<file path="config.mk">
export PLATFORM = sky130hd
export DESIGN_NAME = ctl_sense_filter
export DESIGN_NICKNAME = d
export VERILOG_FILES = /design/src/rtl/ctl_filt_pkg.sv /design/src/rtl/ctl_rate_prescaler.sv /design/src/rtl/ctl_agree_filter.sv /design/src/rtl/ctl_lock_gate.sv /design/src/rtl/ctl_sense_filter.sv
export SDC_FILE = /design/constraint.sdc
export NUM_CORES = 1
export LEC_CHECK = 0
export BUFFER_PORTS_ARGS = -buffer_cell sky130_fd_sc_hd__buf_2
export CORE_UTILIZATION = 24
export DETAILED_ROUTE_END_ITERATION = 10
export GPL_ROUTABILITY_DRIVEN = 0
export GPL_TIMING_DRIVEN = 1
export HOLD_SLACK_MARGIN = 0.08
export PLACE_DENSITY = 0.44
export SLEW_MARGIN = 10
export SYNTH_ARGS = -nofsm -noshare
export SYNTH_HDL_FRONTEND = slang
export SYNTH_SLANG_ARGS = --single-unit
export TNS_END_PERCENT = 30
</file>
<file path="constraint.sdc">
create_clock -name clk -period 2.84 [get_ports clk]
set_input_delay 0.568 -clock clk [delete_from_list [all_inputs] [get_ports clk]]
set_output_delay 0.568 -clock clk [all_outputs]
set_load 0.01 [all_outputs]
</file>
<file path="src/rtl/ctl_filt_pkg.sv">
package ctl_filt_pkg;
  typedef enum logic {
    RATE_STD = 1'b0,
    RATE_DBL = 1'b1
  } rate_e;
endpackage

</file>
<file path="src/rtl/ctl_rate_prescaler.sv">
module ctl_rate_prescaler
  import ctl_filt_pkg::*;
#(
  parameter int STD_DIV = 18432,
  parameter int DBL_DIV = 36864
) (
  input  logic  clk,
  input  logic  rst_n,
  input  rate_e rate,
  output logic  stb
);
  localparam int MAX_DIV = (DBL_DIV > STD_DIV) ? DBL_DIV : STD_DIV;
  localparam int CNT_W   = (MAX_DIV > 2) ? $clog2(MAX_DIV) : 1;

  logic [CNT_W-1:0] cnt_q;
  logic [CNT_W-1:0] last_cnt;
  rate_e            rate_q;
  logic             rate_same;

  always_comb begin
    last_cnt  = (rate_q == RATE_DBL) ? CNT_W'(DBL_DIV - 1) : CNT_W'(STD_DIV - 1);
    rate_same = (rate == rate_q);
    stb       = rate_same && (cnt_q == last_cnt);
  end

  always_ff @(posedge clk or negedge rst_n) begin
    if (!rst_n) begin
      cnt_q  <= '0;
      rate_q <= RATE_STD;
    end else if (!rate_same) begin
      cnt_q  <= '0;
      rate_q <= rate;
    end else if (stb) begin
      cnt_q  <= '0;
    end else begin
      cnt_q  <= cnt_q + 1'b1;
    end
  end

  // the count never passes the period of the active rate
  assert_cnt_range_R1: assert property (@(posedge clk) disable iff (!rst_n)
    (rate_q == RATE_DBL) ? (cnt_q < CNT_W'(DBL_DIV)) : (cnt_q < CNT_W'(STD_DIV)));

  // strobe is a single-cycle pulse
  assert_stb_single_R1: assert property (@(posedge clk) disable iff (!rst_n)
    stb |=> !stb);

  // a rate change restarts the count
  assert_restart_R6: assert property (@(posedge clk) disable iff (!rst_n)
    (rate != rate_q) |=> (cnt_q == '0));
endmodule

</file>
<file path="src/rtl/ctl_agree_filter.sv">
module ctl_agree_filter #(
  parameter int LEN = 4
) (
  input  logic clk,
  input  logic rst_n,
  input  logic stb,
  input  logic din,
  output logic filt
);
  logic [LEN-1:0] hist_q;
  logic [LEN-1:0] hist_nxt;
  logic           filt_q;

  assign hist_nxt = {hist_q[LEN-2:0], din};
  assign filt     = filt_q;

  always_ff @(posedge clk or negedge rst_n) begin
    if (!rst_n) begin
      hist_q <= '1;
      filt_q <= 1'b1;
    end else if (stb) begin
      hist_q <= hist_nxt;
      if (&hist_nxt)       filt_q <= 1'b1;
      else if (~|hist_nxt) filt_q <= 1'b0;
    end
  end

  // no change between strobes
  assert_hold_R4: assert property (@(posedge clk) disable iff (!rst_n)
    !stb |=> $stable(filt_q));

  // a change always lands on the newest sample's value
  assert_agree_R3: assert property (@(posedge clk) disable iff (!rst_n)
    !$stable(filt_q) |-> (filt_q == hist_q[0]));
endmodule

</file>
<file path="src/rtl/ctl_lock_gate.sv">
module ctl_lock_gate #(
  parameter int NUM_CH = 2
) (
  input  logic              unlock,
  input  logic [NUM_CH-1:0] rx_bits,
  output logic [NUM_CH-1:0] out_bits
);
  always_comb begin
    out_bits = unlock ? {NUM_CH{1'b1}} : rx_bits;
  end
endmodule

</file>
<file path="src/rtl/ctl_sense_filter.sv">
module ctl_sense_filter
  import ctl_filt_pkg::*;
#(
  parameter int STD_DIV = 18432,
  parameter int DBL_DIV = 36864,
  parameter int NUM_CH  = 2,
  parameter int FLT_LEN = 4
) (
  input  logic              clk,
  input  logic              rst_n,
  input  logic              dbl_mode,
  input  logic [NUM_CH-1:0] ctl_in,
  output logic [NUM_CH-1:0] ctl_filt,
  input  logic [NUM_CH-1:0] rx_ctl,
  input  logic              unlock,
  output logic [NUM_CH-1:0] ctl_out
);
  logic  sample_stb;
  rate_e rate_sel;

  assign rate_sel = rate_e'(dbl_mode);

  ctl_rate_prescaler #(
    .STD_DIV(STD_DIV),
    .DBL_DIV(DBL_DIV)
  ) u_presc (
    .clk  (clk),
    .rst_n(rst_n),
    .rate (rate_sel),
    .stb  (sample_stb)
  );

  for (genvar ch = 0; ch < NUM_CH; ch++) begin : g_chan
    ctl_agree_filter #(
      .LEN(FLT_LEN)
    ) u_filt (
      .clk  (clk),
      .rst_n(rst_n),
      .stb  (sample_stb),
      .din  (ctl_in[ch]),
      .filt (ctl_filt[ch])
    );
  end

  ctl_lock_gate #(
    .NUM_CH(NUM_CH)
  ) u_gate (
    .unlock  (unlock),
    .rx_bits (rx_ctl),
    .out_bits(ctl_out)
  );

  // out of lock forces every far-end output high
  assert_unlock_high_R8: assert property (@(posedge clk) disable iff (!rst_n)
    unlock |-> (&ctl_out));
endmodule

</file>
-- Yosys cells after proc, flatten, opt, wreduce, memory -nomap -nowiden
Index checks and enable logic that the tools add are counted.
- bits in registers: 25
- output and inout port bits: 4
- add/subtract/negate cells: 1
- equality and inequality tests: 4
- multiplexer cells: 8
- reduce and logical (&&, ||, !) cells: 7
- operators by type and width (kind ; count):
    $mux W16 ; 3
    $add A16 B1 Y16 const B ; 1
    $eq A16 B16 Y1 ; 1
    $reduce_and A4 Y1 ; 2
    $reduce_or A4 Y1 ; 2
    $mux W1 ; 4
    $ne A2 B1 Y1 const B ; 2
    $reduce_and A2 Y1 ; 2
    $mux W2 ; 1
    $eq A1 B1 Y1 ; 1
    $logic_and A1 B1 Y1 ; 1

-- Logic depth before layout (Yosys ltp)
- word-level depth: 5
- depth in mapped cells: 7
- mapped depth without buffers: 5

-- Modules after synthesis
Synthesis repeated with hierarchy kept, for this count alone.
- cells, all modules: 106
- area total of the unflattened synthesis: 1213.7 um2
- modules (own cells, without submodules) (module ; times used ; cells an instance ; area an instance (um2) ; sequential area each (um2)):
    ctl_rate_prescaler ; 1 ; 84 ; 865.8 ; 425.4
    ctl_agree_filter ; 2 ; 10 ; 167.7 ; 105.1
    ctl_lock_gate ; 1 ; 2 ; 12.5 ; 0.0

-- Least setup slack after synthesis
No wires, ideal clock.
- path kind: flip-flop to flip-flop
- start point: reg u_presc.cnt_q[0]
- end point: reg g_chan[1].u_filt.hist_q[0]
- setup time: 0.082 ns
- data arrival time: 2.011 ns
- data required time: 2.758 ns
- slack: 0.747 ns
- cell stages (with the launch flop): 7
- path buffers: 1
- period minus slack after synthesis: 2.093 ns
- path through: dfrtp_1 -> ha_1 -> nand2_1 -> or4_1 -> buf_6 -> nor3_4 -> mux2_2
- word-level cells in the longest chain between the ends: 2
- RTL lines (what ; line ; RTL):
    start, declared ; ctl_rate_prescaler.sv:15 ; logic [CNT_W-1:0] cnt_q;
    start signal, assigned ; ctl_rate_prescaler.sv:36 ; cnt_q <= cnt_q + 1'b1;
    $eq A16 B16 Y1 ; ctl_rate_prescaler.sv:23 ; stb = rate_same && (cnt_q == last_cnt);
    $logic_and A1 B1 Y1 ; ctl_rate_prescaler.sv:23 ;
    end signal, assigned ; ctl_agree_filter.sv:22 ; hist_q <= hist_nxt;
    end, declared ; ctl_agree_filter.sv:10 ; logic [LEN-1:0] hist_q;
No other way between the ends.
A chain may end at the register's enable or synchronous reset.

-- Worst setup path in the final report
- start point: reg u_presc.cnt_q[0]
- end point: reg g_chan[0].u_filt.hist_q[1]
- word-level cells in the longest chain between the ends: 2
- RTL lines (what ; line):
    $eq A16 B16 Y1 ; ctl_rate_prescaler.sv:23
    $logic_and A1 B1 Y1 ; ctl_rate_prescaler.sv:23
    end signal, assigned ; ctl_agree_filter.sv:22
    end, declared ; ctl_agree_filter.sv:10
No other way between the ends.

==> metrics <==
top area cells in the synthesized netlist=dfrtp_1 (34%), dfstp_2 (17%), mux2_2 (4.6%), xnor2_1 (4.2%), nor2_1 (3.9%); layout cells sized above 1=0.270; die area=between 5000 and 6000 um^2; Vias=about 860; area delta synth->final=12.7%; most frequent cell after synthesis=dfrtp_1; hold-fix buffer count after cts=0; slew of the pin with the lowest slew margin=approximately 630 ps; Rows=25; RSZ-0062 raised after global routing=no; status=completed; Slew Viols, Final=0; TNS Setup=0 ps; # IOs=12; maxcap violations=0; Worst EP arrival=around 2600 ps; hpwl dp=approximately 1600 um; largest net degree at the start of global routing=26; period utilisation layout=0.830; hold crit path type=in -> async; R2R Path End=g_chan[0].u_filt.hist_q[1]; port buffer count=11; H-tree Lvls=1; initial antenna violation count=0; Reg area=~640 um^2; Final Hold Vio Count=0; Core Box Area=around 4800 um^2; CTS buffer count=3; final layout net count=between 100 and 150; 1st-iter DRT viols=83; crit path to=g_chan[0].u_filt.hist_q[1]; setup bufs post-CTS=0; startpoint types=flop; worst slack, placed=between 400 and 500 ps; library cells used by synthesis=33; CP Launch Point=u_presc.cnt_q[0]; maximum root-to-sink buffer count=2; First-pass DRT Iterations=4; f_max=about 0.42 GHz; reg2reg start=u_presc.cnt_q[0]; # DRC=0; leakage power=0.556 nW; DRT antenna net count=0; syn_area_per_cell=between 10 and 15 um^2; reg-to-reg slack, setup=between 400 and 500 ps; Max Clock Skew=approximately 6.3 ps; ys flop type=dfrtp_1; post-synth top area share=0.344; diode count=0; Fillers=between 500 and 600; Seq/Total Area, Yosys=0.514; CP Capture Type=flop; post-synth net total=124; Worst Slack Setup Final=around 480 ps; first-pass GRT wire length=4020 um; synthesized area=~1200 um^2; Clock Sinks=25; Pwr Density=459 nW/um^2; Peak VDD IR=between 0.2 and 0.25 mV; area leader, netlist=dfrtp_1; CTS tree=built; grt ovf=0; Ys Warns=0; Layout Cells excl Fill=about 190; ys async rst share=1.00; post-cts resize count=0; WL/cell=11.4 um; Setup violations, final=0; clock-pin slew on the worst setup and hold paths=90 ps; initial cell density of the core=0.255; die width=73.8 um; worst endpoint required time=3050 ps; Clk Latency, worst-skew pair=270 ps; EDFF count, synth=0; CP Max Fanout=8; Seq cells post-synth=25; multi-input logic area=546 um^2; DRT Wirelength=between 2000 and 2500 um; vias per cell=4.45; commonest cells in the netlist=dfrtp_1 (17), nor2_1 (13), dfstp_2 (8); Die Ht=73.8 um; WS Path Type=reg -> reg; gr usage total=0.0975; fin crit period=between 2000 and 2500 ps; reg2reg path depth=5; cell count after placement=about 190; Root Driver=clkbuf_8; Post-Synthesis Cells=around 120; worst relative slew slack=0.575; vias in the first global route=896
## power by group
part	internal, mW	leakage [nW]	total [mW]	switching, mW
logic	0.0186	0.218	0.0465	0.0279
clock network	0.0994	0.0217	0.217	0.117
registers	0.366	0.316	0.377	0.0102
## worst min-delay path by stage
stage	start	to	depth (start not counted)
after detailed placement	u_presc.cnt_q[0]	u_presc.cnt_q[0]	1
after CTS	rst_n	u_presc.cnt_q[15]	1
after global routing	rst_n	u_presc.cnt_q[15]	1
after global placement	u_presc.cnt_q[0]	u_presc.cnt_q[0]	1
after floorplan	rst_n	u_presc.cnt_q[0]	0
final	rst_n	u_presc.cnt_q[14]	1
## cell type report
type,instances,share of cell area
tap,67,0.0601
sequential,25,0.456
inverter,5,0.0135
clock buffer,3,0.0296
multi-input combinational,80,0.391
clock inverter,1,0.00538
timing repair buffer,12,0.0448
## state kept, by name (all words and copies together), names as in the netlist
register              count
g_chan.u_filt.filt        2
g_chan.u_filt.hist_q      6
u_presc.cnt_q            16
u_presc.rate_q            1
## logic make-up (layout without fill, tap and decap cells)
family	Yosys count	in the layout	share of synthesized area
mux	6	6	0.0546
simple gates	47	47	0.210
compound gates	15	15	0.0880
flops	25	25	0.514
fa+ha+maj	1	1	0.0101
xor+xnor	11	11	0.0779
buf+inv	10	21	0.0455
## per-stage QoR
stage          area [um^2]  hold WS, ps  utilization  power (mW)
5_1_grt               1400          326        0.288       0.675
6_report              1400          284        0.288       0.640
4_1_cts               1400          295        0.288       0.651
2_1_floorplan         1240          272            -       0.410
3_3_place_gp          1350          486        0.278       0.429
3_5_place_dp          1350          504        0.278       0.431
## critical path, cell delays in order (launching register included)
cell	delay, ps
dfrtp_1	420
ha_1	230
nand2_1	120
or4_1	700
nor3_4	440
mux2_2	390
## per-layer routing
metal / GRT usage / part of all wire / vias up
met5: 0 / 0 / -
li1: - / - / 424
met1: 0.120 / 0.50 / 423
met3: 0.0288 / 0.030 / 2
met4: 0.0321 / 0.0096 / 0
met2: 0.163 / 0.46 / 10
## layout by cell type (no fill, tap or decap), types with 2 or more instances in the layout
cell / instances
dfrtp_1: 17
nor2_1: 13
buf_2: 11
dfstp_2: 8
nand3_1: 6
xnor2_1: 6
nand2_1: 5
inv_1: 5
xor2_1: 5
mux2_2: 5
o21ai_0: 4
or3_1: 4
a21oi_1: 4
nand4_1: 4
or4_1: 3
clkbuf_8: 3
nor3_1: 2
and3_1: 2
or2_2: 2
o41ai_1: 2
o211ai_1: 2
Note: power is estimated with default switching activity, not from simulation.
